===== src/rtl/fcg_pkg.sv =====
package fcg_pkg;
  localparam int unsigned REG_W    = 8;
  localparam int unsigned B_READY  = 0;
  localparam int unsigned B_SEL    = 1;
  localparam int unsigned B_ENTRY  = 2;
  localparam int unsigned B_CRST   = 3;
  localparam int unsigned B_WREN   = 4;
  localparam int unsigned N_GUARD  = 3;

  // bit position of each guarded field, index 0..N_GUARD-1
  function automatic int unsigned guard_pos(input int unsigned idx);
    case (idx)
      0:       guard_pos = B_SEL;
      1:       guard_pos = B_CRST;
      default: guard_pos = B_WREN;
    endcase
  endfunction
endpackage


===== src/rtl/fcg_seq_guard.sv =====
module fcg_seq_guard (
  input  logic clk,
  input  logic rst_n,
  input  logic wr,
  input  logic din,
  input  logic cond,
  input  logic force_clr,
  output logic val
);
  logic armed;

  always_ff @(posedge clk or negedge rst_n) begin
    if (!rst_n) begin
      armed <= 1'b0;
      val   <= 1'b0;
    end else begin
      if (wr) armed <= ~din;
      if (force_clr)                  val <= 1'b0;
      else if (wr && !din)            val <= 1'b0;
      else if (wr && armed && cond)   val <= 1'b1;
    end
  end

  // a guarded bit rises only on an armed write of 1
  p_set_needs_arm_r4: assert property (@(posedge clk) disable iff (!rst_n)
    $rose(val) |-> $past(wr && din && armed && cond));
endmodule


===== src/rtl/fcg_recover_timer.sv =====
module fcg_recover_timer #(
  parameter int unsigned RECOVER_CYCLES = 1250000
) (
  input  logic clk,
  input  logic rst_n,
  input  logic crst_bit,
  input  logic erasing,
  output logic recovering
);
  localparam int unsigned CW = $clog2(RECOVER_CYCLES + 1);

  logic          crst_q;
  logic [CW-1:0] cnt;
  logic          load;

  assign load = crst_bit && !crst_q && erasing;

  always_ff @(posedge clk or negedge rst_n) begin
    if (!rst_n) begin
      crst_q <= 1'b0;
      cnt    <= '0;
    end else begin
      crst_q <= crst_bit;
      if (load)           cnt <= CW'(RECOVER_CYCLES);
      else if (cnt != '0) cnt <= cnt - 1'b1;
    end
  end

  assign recovering = (cnt != '0);

  p_recover_count_r10: assert property (@(posedge clk) disable iff (!rst_n)
    (cnt != '0 && !load) |=> (cnt == $past(cnt) - 1'b1));
endmodule


===== src/rtl/flashctl_guard_reg.sv =====
module flashctl_guard_reg #(
  parameter int unsigned RECOVER_CYCLES = 1250000
) (
  input  logic       clk,
  input  logic       rst_n,
  input  logic       reg_sel,
  input  logic       wr_en,
  input  logic [7:0] wr_data,
  output logic [7:0] rd_data,
  input  logic       eng_busy,
  input  logic       eng_erasing,
  output logic       rewrite_mode,
  output logic       flash_ctl_rst,
  output logic       array_wr_en
);
  import fcg_pkg::*;

  logic                wr;
  logic                sel_clear;
  logic [N_GUARD-1:0]  g_val;
  logic [N_GUARD-1:0]  g_cond;
  logic [N_GUARD-1:0]  g_clr;
  logic                sel_bit, crst_bit, wren_bit;
  logic                entry_q;
  logic                recovering;
  logic                ready;

  assign wr        = reg_sel && wr_en;
  assign sel_clear = wr && !wr_data[B_SEL];

  assign sel_bit  = g_val[0];
  assign crst_bit = g_val[1];
  assign wren_bit = g_val[2];

  always_comb begin
    for (int i = 0; i < N_GUARD; i++) begin
      g_cond[i] = (guard_pos(i) == B_CRST) ? sel_bit : 1'b1;
      g_clr[i]  = (guard_pos(i) == B_SEL)  ? 1'b0   : sel_clear;
    end
  end

  for (genvar gi = 0; gi < N_GUARD; gi++) begin : g_guard
    fcg_seq_guard u_guard (
      .clk       (clk),
      .rst_n     (rst_n),
      .wr        (wr),
      .din       (wr_data[guard_pos(gi)]),
      .cond      (g_cond[gi]),
      .force_clr (g_clr[gi]),
      .val       (g_val[gi])
    );
  end

  always_ff @(posedge clk or negedge rst_n) begin
    if (!rst_n) entry_q <= 1'b0;
    else        entry_q <= sel_bit;
  end

  fcg_recover_timer #(.RECOVER_CYCLES(RECOVER_CYCLES)) u_timer (
    .clk        (clk),
    .rst_n      (rst_n),
    .crst_bit   (crst_bit),
    .erasing    (eng_erasing),
    .recovering (recovering)
  );

  assign ready         = !eng_busy && !recovering;
  assign rewrite_mode  = sel_bit;
  assign flash_ctl_rst = crst_bit;
  assign array_wr_en   = wren_bit && sel_bit;
  assign rd_data       = {3'b000, wren_bit, crst_bit, entry_q, sel_bit, ready};

  p_upper_zero_r9: assert property (@(posedge clk) disable iff (!rst_n)
    rd_data[7:5] == 3'b000);
  p_entry_lags_r5: assert property (@(posedge clk) disable iff (!rst_n)
    $rose(rewrite_mode) |=> rd_data[B_ENTRY]);
  p_wren_gated_r7: assert property (@(posedge clk) disable iff (!rst_n)
    array_wr_en |-> rewrite_mode);
  p_rst_needs_sel_r6: assert property (@(posedge clk) disable iff (!rst_n)
    $rose(flash_ctl_rst) |-> $past(rewrite_mode));
  p_force_clear_r8: assert property (@(posedge clk) disable iff (!rst_n)
    (reg_sel && wr_en && !wr_data[B_SEL]) |=> (!flash_ctl_rst && !array_wr_en));
  p_ready_low_r2: assert property (@(posedge clk) disable iff (!rst_n)
    eng_busy |-> !rd_data[B_READY]);
endmodule


===== config.mk =====
export PLATFORM = sky130hd
export DESIGN_NAME = flashctl_guard_reg
export DESIGN_NICKNAME = d
export VERILOG_FILES = /design/src/rtl/fcg_pkg.sv /design/src/rtl/fcg_seq_guard.sv /design/src/rtl/fcg_recover_timer.sv /design/src/rtl/flashctl_guard_reg.sv
export SDC_FILE = /design/constraint.sdc
export NUM_CORES = 1
export LEC_CHECK = 0
export ABC_CLOCK_PERIOD_IN_PS = 4000
export BUFFER_PORTS_ARGS = -buffer_cell sky130_fd_sc_hd__buf_2
export CORE_ASPECT_RATIO = 1.4
export CORE_MARGIN = 2
export CORE_UTILIZATION = 41
export DETAILED_ROUTE_END_ITERATION = 12
export GPL_TIMING_DRIVEN = 0
export PLACE_DENSITY = 0.61
export SYNTH_ARGS = -nofsm -noshare
export SYNTH_HDL_FRONTEND = slang
export SYNTH_SLANG_ARGS = --single-unit
export TNS_END_PERCENT = 100

===== constraint.sdc =====
create_clock -name clk -period 4 [get_ports clk]
set_input_delay 0.4 -clock clk [delete_from_list [all_inputs] [get_ports clk]]
set_output_delay 0.4 -clock clk [all_outputs]
set_load 0.03 [all_outputs]

# Yosys cells after proc, flatten, opt, wreduce, memory -nomap -nowiden

Cells that the tools add are included.

Output and inout port bits: 11
Register bits after elaboration: 29

Bitwise operators: 3
Reduce and logical (&&, ||, !) cells: 23
Mux-type cells: 10
Add/subtract/negate cells: 1

Operators by type and width:

| cell                                               | count |
|---|---|
| two-way mux 21 bit                                 | 2 |
| nonzero test 21 bit                                | 1 |
| subtractor 21 x 1 -> 21 bit, second input constant | 1 |
| logical AND 1 bit                                  | 12 |
| two-way mux 1 bit                                  | 8 |
| zero test 1 bit                                    | 6 |
| nonzero test 3 bit                                 | 2 |
| nonzero test 2 bit                                 | 2 |
| NOT 1 bit                                          | 3 |

# Depth between registers and ports, before layout

Gate-level depths: netlist of run 1.

Depth in word-level cells: 6
Mapped depth: 9

# Cells and area by module

From an unflattened synthesis of run 1, not the netlist that was laid out.

Cell total of the unflattened synthesis: 173
Area total of the unflattened synthesis: 1640.3 um^2

By module, submodules not included:

| module             | instances | area each (um^2) | cells an instance |
|---|---|---|---|
| fcg_recover_timer  | 1         | 1267.5           | 137 |
| fcg_seq_guard      | 3         | 85.1             | 7 |
| flashctl_guard_reg | 1         | 117.6            | 15 |

# Least setup slack after synthesis of run 1

Ideal clock, no wire load.

Kind: register -> output
Start: register u_timer.cnt[0]
End: output port rd_data[0]
Stages on the path, launching flop included: 10
Arrival time: 1.750 ns
Slack: 1.850 ns
Cells stage by stage: dfrtp_1 > inv_1 > ha_1 > nor4b_1 > and3_1 > buf_2 > buf_2 > nand2_1 > nor2_1 > buf_4

Longest elaborated chain between the ends: 3

RTL lines:

| element                | line                     | text |
|---|---|---|
| from (decl)            | fcg_recover_timer.sv:13  | `logic [CW-1:0] cnt;` |
| from (signal assigned) | fcg_recover_timer.sv:24  | `if (load) cnt <= CW'(RECOVER_CYCLES);` |
| from (signal assigned) | fcg_recover_timer.sv:25  | `else if (cnt != '0) cnt <= cnt - 1'b1;` |
| nonzero test 21 bit    | fcg_recover_timer.sv:29  | `assign recovering = (cnt != '0);` |
| zero test 1 bit        | flashctl_guard_reg.sv:67 | `assign ready = !eng_busy && !recovering;` |
| logical AND 1 bit      | flashctl_guard_reg.sv:67 |  |
| to (decl)              | flashctl_guard_reg.sv:9  | `output logic [7:0] rd_data,` |

Every way passes these cells.

# Final worst setup path of run 1

Same ends and word-level chain as after synthesis.

==> results of run 1 <==
## where the power goes
part | total, mW | internal (mW) | switching [mW]
Combinational | 0.343 | 0.151 | 0.192
Sequential | 0.499 | 0.378 | 0.121
Clock | 0.229 | 0.123 | 0.106
## flip-flops by register name, indices dropped and copies added, names as in the netlist
name	flops
u_timer.crst_q	1
u_timer.cnt	21
entry_q	1
g_guard.u_guard.val	3
g_guard.u_guard.armed	3
## synthesized netlist by cell type, drive strengths merged, types with 2 or more instances
library cell	instances
nand2	17
inv	2
ha	2
clkbuf	3
and2	5
or4	8
or3	2
a211oi	2
mux2i	9
nor2	15
dfrtp	29
a2111oi	4
a31oi	3
nand3	5
o31ai	5
o21ai	6
nand2b	7
a21oi	11
nor4	5
buf	10
nor4b	3
nand4	2
nor3	9
## placed cells by master, fill, tap and decap left out, types with 6 or more instances in the layout
cell,Yosys,layout
nor3_1,8,8
nand2_1,17,17
a21oi_1,11,11
nor2_1,15,15
or4_1,6,6
dfrtp_1,29,29
mux2i_1,9,9
buf_2,2,18
nand2b_1,7,7
clkbuf_1,3,6
buf_4,8,8
o21ai_0,6,6
## worst max-delay path, delay by kind of cell, from the launching register on
| kind | cells | cell delay [ns] |
|---|---|---|
| fa+ha+maj | 1 | 0.16 |
| buf+inv | 5 | 0.91 |
| flops | 1 | 0.46 |
| simple gates | 4 | 0.75 |
## logic make-up (layout without fill, tap and decap cells)
group,count (synthesis),in the layout
and+or+nand+nor,84,84
muxes,9,9
adders and majority gates,2,2
buffers and inverters,15,39
other,1,3
DFF,29,29
AOI/OAI and AO/OA,35,35
## area by class of cell
type / count / area [sq um]
fill: 385 / 2020
inverter: 2 / 7.51
timing repair buffer: 16 / 80.1
multi-input combinational: 133 / 873
clock buffer: 8 / 80.1
sequential: 29 / 726
tap: 43 / 53.8
buffer: 13 / 81.3
## how the worst max path moves through the flow
stage                          startpoint    endpoint  slack (ns)  cells after the start
2_1_floorplan  u_timer.cnt[0]$_DFFE_PN0P_  rd_data[0]        1.85                      9
3_5_place_dp   u_timer.cnt[0]$_DFFE_PN0P_  rd_data[0]        1.36                     10
6_report       u_timer.cnt[0]$_DFFE_PN0P_  rd_data[0]        1.03                     10
5_1_grt        u_timer.cnt[0]$_DFFE_PN0P_  rd_data[0]        0.87                     10
3_3_place_gp   u_timer.cnt[0]$_DFFE_PN0P_  rd_data[0]        1.38                     10
4_1_cts        u_timer.cnt[0]$_DFFE_PN0P_  rd_data[0]        1.05                     10
## routing by layer
| metal | wire, um | part of all wire (%) | global-route usage (%) |
|---|---|---|---|
| met5 | 0 | 0 | 0 |
| met4 | 82 | 2.2 | 8.84 |
| met3 | 144 | 3.8 | 5.02 |
| met2 | 2020 | 53 | 33.8 |
| met1 | 1560 | 41 | 20.8 |
==> metrics, run 1 <==
R2R cell count=7; outcome=finished, final reports clean; initial antenna violation count=0; Final Cell Area=1900 sq um; leading area contributor after synthesis=dfrtp_1; post-route ant nets=0; Post-DP HPWL=2.75 mm; worst min path class=in2async; Reg-to-Reg Start=u_timer.cnt[0]$_DFFE_PN0P_; XOR/XNOR Fraction of Synth Area=0%; vias=1433; Area Growth Syn to Fin=13.2%; row cnt=27; Max Cap Viol=0; first-pass GRT wire length=6.60 mm; Async SR Flop Fraction=100%; Mapped Cells=175; Root Driver=clkbuf_8; adder and majority gate portion of the synthesized area=1.49%; total track usage=19.1%; mux share of post-synthesis cell area=5.36%; Post-Synthesis Mean Instance Area=9.60 sq um; maximum number of pins on one net before global-route repair=30; # clock sinks=29; Clock Latency Late Sink=0.28 ns; nets=216; fmax=0.337 GHz; worst setup margin=1.03 ns; Worst EP arrival=2.57 ns; most frequent CP cell=buf_2; vias in the first global route=1410; DRC Markers=0; core box area=3920 sq um; Synth Flop Type=dfrtp_1; Worst Path Required=3.60 ns; warnings from Yosys=0; die width=58.1 um; critical path startpoint category=register; CTS resizes=0; Min Hold Slack=0.150 ns; global route overflow=0; post-synthesis sequential area ratio=43.2%; Die Y-Extent=79.7 um; flop2flop setup slack=1.64 ns; n_diodes=0; RSZ-0062 raised after global routing=false; worst-path cell chain=inv_1, ha_1, nor4b_1, and3_1, buf_2, buf_2, nand2_1, nor2_1, buf_4, buf_2; Layout Skew=0.00526 ns; setup_tns=0 ns; WL final=3.80 mm; endpoints failing setup=0; Netlist cell types=41; fin crit period=2.97 ns; total design power=1.07 mW; placed inst area=1820 sq um; hold_buf cts=0; input/output buffers=16; pre-CTS WS=1.36 ns; Simple-Gate Fraction of Synth Area=30.6%; Final Hold Viols=0; initial DRC count=55; CP endpoint kind=output port; post-route clock period utilization=74.3%; fin cells=244; io pins=25; number of setup buffers added after CTS=0; GP Congestion=0.970; Worst Path Max Fanout=10; post-synthesis compound-gate area fraction=13.8%; clock slew at reported path FFs=0.06 ns; WS Path Type=reg2out; H-Tree Depth=2; Synth Register Bits=29; share of layout cells above drive strength 1=19.9%; largest family of logic cells by synthesized area=simple AND/OR/NAND/NOR gates; CP max stage delay=0.46 ns; starting density of the core=42.9%; Netlist Area Pre-Place=1680 sq um; leakage power=0.784 nW; slew at the pin closest to its max-slew limit=0.742 ns; Area contributors post-synth=dfrtp_1, mux2i_1, nand2_1; PwrDens=564 nW/um^2; Layout Utilization=48.5%; Inserted Clock Buffers=5; placed insts=236; Routed WL per cell=15.6 um; vias per cell=5.87; clk buf depth=2; fin. max-slew vios=0; drt pass-1 iters=4; Slew headroom=49.3%; die area=4630 sq um; slowest CP cell=dfrtp_1; Peak VDD IR=284 uV; post-synth top area share=43.2%; TritonCTS clock tree=built; Post-synth EDFFs=0; RR Endpoint=u_timer.cnt[5]$_DFFE_PN0P_
Note: power is estimated with default switching activity, not from simulation.
==> inputs of run 2 (changes only) <==
- ABC_AREA: default -> 1
- ABC_CLOCK_PERIOD_IN_PS: 4000 -> 2400
- PLACE_DENSITY: 0.61 -> 0.63
- clock period: 4 -> 2.4 ns (I/O delays scaled with it)
==> run 2 against run 1 <==
The run now ends with hold timing left; via count increased by 5.7%; clock skew is 0.0027 ns lower; total power is 49% higher; global-route usage fell by 0.50 points; combinational power rose by 48%; design area is 5.5% higher; synthesized cell count up 33%.
==> metrics, run 2 <==
CP endpoint kind=output port; Synth top cells by count=nand2_1, nor2_1, dfrtp_1, nand3_1, inv_1; fin. max-slew vios=0; Post-DP HPWL=2.87 mm; pre-CTS WS=0.628 ns; Post-Synthesis Mean Instance Area=7.63 sq um; nets=274; Root Driver=clkbuf_8; commonest non-fill, non-tap cell in the layout=nand2_1; Worst EP arrival=1.82 ns; GP Congestion=0.812; vias in the first global route=1502; Area Growth Syn to Fin=13.0%; number of setup buffers added after CTS=0; register with the most flip-flops=u_timer.cnt; die width=59.6 um; Netlist Area Pre-Place=1780 sq um; global route overflow=0; Peak VDD IR=408 uV; total track usage=18.6%; Inserted Clock Buffers=5; largest registers=u_timer.cnt (21), g_guard.u_guard.armed (3), g_guard.u_guard.val (3); Max Cap Viol=0; Worst Path Max Fanout=7; failing checks=hold timing; first-pass GRT wire length=6.80 mm; initial antenna violation count=0; Fillers=430; Largest register FFs=21; CTS resizes=0; fin crit period=2.06 ns; row cnt=28; Routed WL per cell=12.4 um; endpoints failing setup=0; post-route clock period utilization=85.8%; Min Hold Slack=-0.00916 ns; Mapped Cells=233; setup_tns=0 ns; Post-synth EDFFs=0; warnings from Yosys=0; CP startpoint=u_timer.cnt[0]$_DFFE_PN0P_; # clock sinks=29; Async SR Flop Fraction=100%; Worst Path Required=2.16 ns; slew at the pin closest to its max-slew limit=0.674 ns; n_diodes=0; vias per cell=5.00; critical path startpoint category=register; leakage power=1.02 nW; PwrDens=796 nW/um^2; Reg-to-Reg Start=u_timer.cnt[0]$_DFFE_PN0P_; Synth Register Bits=29; R2R cell count=10; post-synth top area share=40.8%; WL final=3.77 mm; share of layout cells above drive strength 1=25.6%; RSZ-0062 raised after global routing=false; Clock Latency Late Sink=0.28 ns; outcome=complete, but fails checks; WS Path Type=reg2out; Synth Flop Type=dfrtp_1; Die Y-Extent=81.9 um; drt pass-1 iters=4; vias=1514; Final Hold Viols=13; H-Tree Depth=2; die area=4880 sq um; core box area=4200 sq um; leading area contributor after synthesis=dfrtp_1; post-route ant nets=0; starting density of the core=42.3%; post-synthesis sequential area ratio=40.8%; DRC Markers=0; maximum number of pins on one net before global-route repair=30; hold_buf cts=0; count leader, synth=nand2_1; clock slew at reported path FFs=0.06 ns; worst setup margin=0.341 ns; fmax=0.486 GHz; input/output buffers=16; Netlist cell types=27; initial DRC count=29; io pins=25; TritonCTS clock tree=built; most frequent cells in the layout=nand2_1, nor2_1, nand3_1, dfrtp_1, inv_1; Layout Skew=0.00255 ns; Slew headroom=55.0%; Area contributors post-synth=dfrtp_1, nand2_1, nand3_1; worst min path class=in2async; clk buf depth=2
-- run 2: worst paths after layout --
kind,end,slack [ns]
worst min register to register,u_timer.crst_q$_DFF_PN0_,0.43
min in group clk,g_guard[1].u_guard.armed$_DFFE_PN0P_,0.16
max in group asynchronous,u_timer.cnt[19]$_DFFE_PN0P_,1.97
worst max-delay path,rd_data[0],0.34
worst max register to register,u_timer.cnt[16]$_DFFE_PN0P_,0.79
worst min-delay path,g_guard[2].u_guard.val$_DFFE_PN0P_,-0.009
-- run 2: cell type report --
cell class | instances | area (sq um) | area share [%]
multi-input combinational | 168 | 878 | 43.8
tap | 45 | 56.3 | 2.81
buffer | 10 | 70.1 | 3.49
inverter | 28 | 110 | 5.49
timing repair buffer | 16 | 80.1 | 3.99
clock buffer | 7 | 86.3 | 4.30
sequential | 29 | 726 | 36.2
-- run 2: kinds of logic after synthesis --
| family | count (synthesis) | synth area share (%) |
|---|---|---|
| flip-flops | 29 | 40.8 |
| buffers and inverters | 38 | 10.1 |
| AO/OA/AOI/OAI | 18 | 5.49 |
| adder cells (fa/ha/maj) | 2 | 1.41 |
| other | 1 | 0.211 |
| XOR/XNOR | 2 | 0.986 |
| AND/OR/NAND/NOR | 143 | 40.9 |
-- run 2: worst max-delay path, stage by stage (launching register included) --
cell and delay (ns):
dfrtp_1 0.42, inv_2 0.13, ha_1 0.20, nand3_1 0.09
nor2_1 0.12, nand3_2 0.16, nor2_1 0.13, buf_4 0.11
buf_2 0.18
-- run 2: where the power goes --
part,switching [mW],internal [mW],total (mW)
clock,0.188,0.227,0.415
sequential,0.0981,0.578,0.676
combinational,0.328,0.178,0.506
total,0.614,0.983,1.60
-- run 2: stage by stage --
step           total power, mW  cell area, sq um  cells  util, %  hold slack [ns]
2_1_floorplan             1.06              1780    235        -          -0.0556
3_3_place_gp              1.18              1920    296     45.7            0.316
3_5_place_dp              1.20              1920    296     45.7            0.319
4_1_cts                   1.62              2010    303     47.7           0.0105
5_1_grt                   1.72              2010    303     47.7           0.0540
6_report                  1.60              2010    303     47.7         -0.00916
-- run 2: routing by layer --
layer | global-route usage (%) | wire length [um] | part of all wire (%) | vias up
met2 | 32.0 | 1910 | 51 | 24
met3 | 3.94 | 125 | 3.3 | 8
met5 | 0 | 0 | 0 | -
met4 | 7.78 | 69 | 1.8 | 0
li1 | - | - | - | 784
met1 | 22.1 | 1660 | 44 | 698
==> inputs of run 3 (changes only) <==
- BUFFER_PORTS_ARGS: -buffer_cell sky130_fd_sc_hd__buf_2 -> default
- CORE_UTILIZATION: 41 -> 35
- DONT_BUFFER_PORTS: default -> 1
- PLACE_DENSITY: 0.63 -> 0.51
==> run 3 against run 2 <==
The run now ends clean; final cell count rose by 2.0%; sequential share of layout area increased by 0.20 points; clock power increased by 8.2%; critical endpoint unchanged; sequential power up 2%; worst setup slack better by 0.14 ns; flip-flop and latch count stayed put; core utilization fell by 6.8 points; highest routed layer unchanged; non-clock buffer count is 14 lower; via count shrank 4.2%; global-route usage down 3.0 points; largest cell class unchanged; routed wire length is 3.3% higher.
==> metrics, run 3 (synthesis gave the netlist of run 2 again) <==
Top Usage Layer GRT=met2; flop2flop setup slack=0.78 ns; WS Path Type=reg2out; setup_tns=0 ns; GP Congestion=0.844; most frequent cells in the layout=nand2_1, nor2_1, nand3_1, dfrtp_1, inv_1; outcome=finished, final reports clean; maximum number of pins on one net before global-route repair=30; endpoints failing setup=0; commonest non-fill, non-tap cell in the layout=nand2_1; Layout Skew=0.00852 ns; global route overflow=0; CP endpoint kind=output port; total track usage=15.6%; Layout Utilization=40.9%; hold path depth=1; leakage power=0.977 nW; number of setup buffers added after CTS=0; DRC Markers=0; Max Cap Viol=0; io pins=25; Min Hold Slack=0.0673 ns; total design power=1.61 mW; Area Growth Syn to Fin=12.3%; Hold EP=g_guard[1].u_guard.armed$_DFFE_PN0P_; drt pass-1 iters=4; n_diodes=0; core box area=4880 sq um; critical path startpoint category=register; Clock Latency Late Sink=0.28 ns; vias in the first global route=1443; largest registers=u_timer.cnt (21), g_guard.u_guard.armed (3), g_guard.u_guard.val (3); initial antenna violation count=0; CP startpoint=u_timer.cnt[9]$_DFFE_PN0P_; initial DRC count=39; R2R cell count=10; PwrDens=808 nW/um^2; worst setup margin=0.476 ns; RSZ-0062 raised after global routing=false; Worst Path Required=2.16 ns; Reg-to-Reg Start=u_timer.cnt[0]$_DFFE_PN0P_; TritonCTS clock tree=built; global-route met3 utilization=3.44%; fmax=0.520 GHz; input/output buffers=0; Peak VDD IR=373 uV; Routed WL per cell=12.6 um; Worst EP arrival=1.68 ns; Inserted Clock Buffers=5; pre-CTS WS=0.763 ns; fin crit period=1.92 ns; Post-DP HPWL=3.07 mm; placed inst area=1860 sq um; post-route ant nets=0; die area=5670 sq um; clk buf depth=2; Largest register FFs=21; vias=1450; share of layout cells above drive strength 1=21.6%; # clock sinks=29; worst min path class=in2reg; placed insts=299; Root Driver=clkbuf_8; die width=64.2 um; clock slew at reported path FFs=0.06 ns; H-Tree Depth=2; Worst Path Max Fanout=7; Final Hold Viols=0; post-route clock period utilization=80.1%; Hold Crit Start=wr_data[3]; Final Cell Area=2000 sq um; WL final=3.89 mm; met1 Use GR=17.1%; RR Endpoint=u_timer.cnt[16]$_DFFE_PN0P_; fin cells=309; nets=260; register with the most flip-flops=u_timer.cnt; starting density of the core=36.4%; row cnt=30; first-pass GRT wire length=6.69 mm; vias per cell=4.69; met2 usage=28.8%; fin. max-slew vios=0; Die Y-Extent=88.3 um
[run 3: changes by cell type in the layout (fill, tap and decap cells not counted)]
| cell | delta |
|---|---|
| clkbuf_1 | -1 |
| buf_12 | +1 |
| dlygate4sd3_1 | +1 |
| clkbuf_8 | +1 |
| clkinv_2 | +1 |
| buf_2 | -16 |
[run 3: what timing repair did]
| item | CTS | global route |
|---|---|---|
| hold endpoints to repair | 29 | 0 |
| resized for setup | 0 | 0 |
| hold buffers | 2 | 0 |
[run 3: area by class of cell]
type / count / area [sq um]
fillers: 531 / 2880
multi-input cells: 168 / 878
flip-flops and latches: 29 / 726
inverters: 28 / 110
clock buffers: 7 / 96.3
well taps: 64 / 80.1
plain buffers: 10 / 70.1
repair buffers: 2 / 30.0
clock inverters: 1 / 5.00
[run 3: power by group]
group	internal, mW	switching [mW]
Sequential	0.577	0.111
Combinational	0.166	0.309
Clock	0.259	0.190
Total	1.00	0.611
[run 3: worst max path at each step]
stage | endpoint | slack [ns]
after floorplan | rd_data[0] | 0.95
after global placement | u_timer.cnt[16]$_DFFE_PN0P_ | 0.76
final | rd_data[0] | 0.48
after CTS | rd_data[0] | 0.46
after global routing | rd_data[0] | 0.38
after detailed placement | rd_data[0] | 0.76
[run 3: per-layer routing]
| layer | wire, um | share of wire, % |
|---|---|---|
| met2 | 2030 | 52 |
| met4 | 96 | 2.5 |
| met3 | 121 | 3.1 |
| met5 | 0 | 0 |
| met1 | 1640 | 42 |
[run 3: worst max-delay path, cell delays in order, from the launching register on]
cell and delay (ns):
dfrtp_1 0.40, nor2_1 0.23, nand2_2 0.15, nor2_8 0.17, nand3_2 0.17, nor2_1 0.12
buf_4 0.16
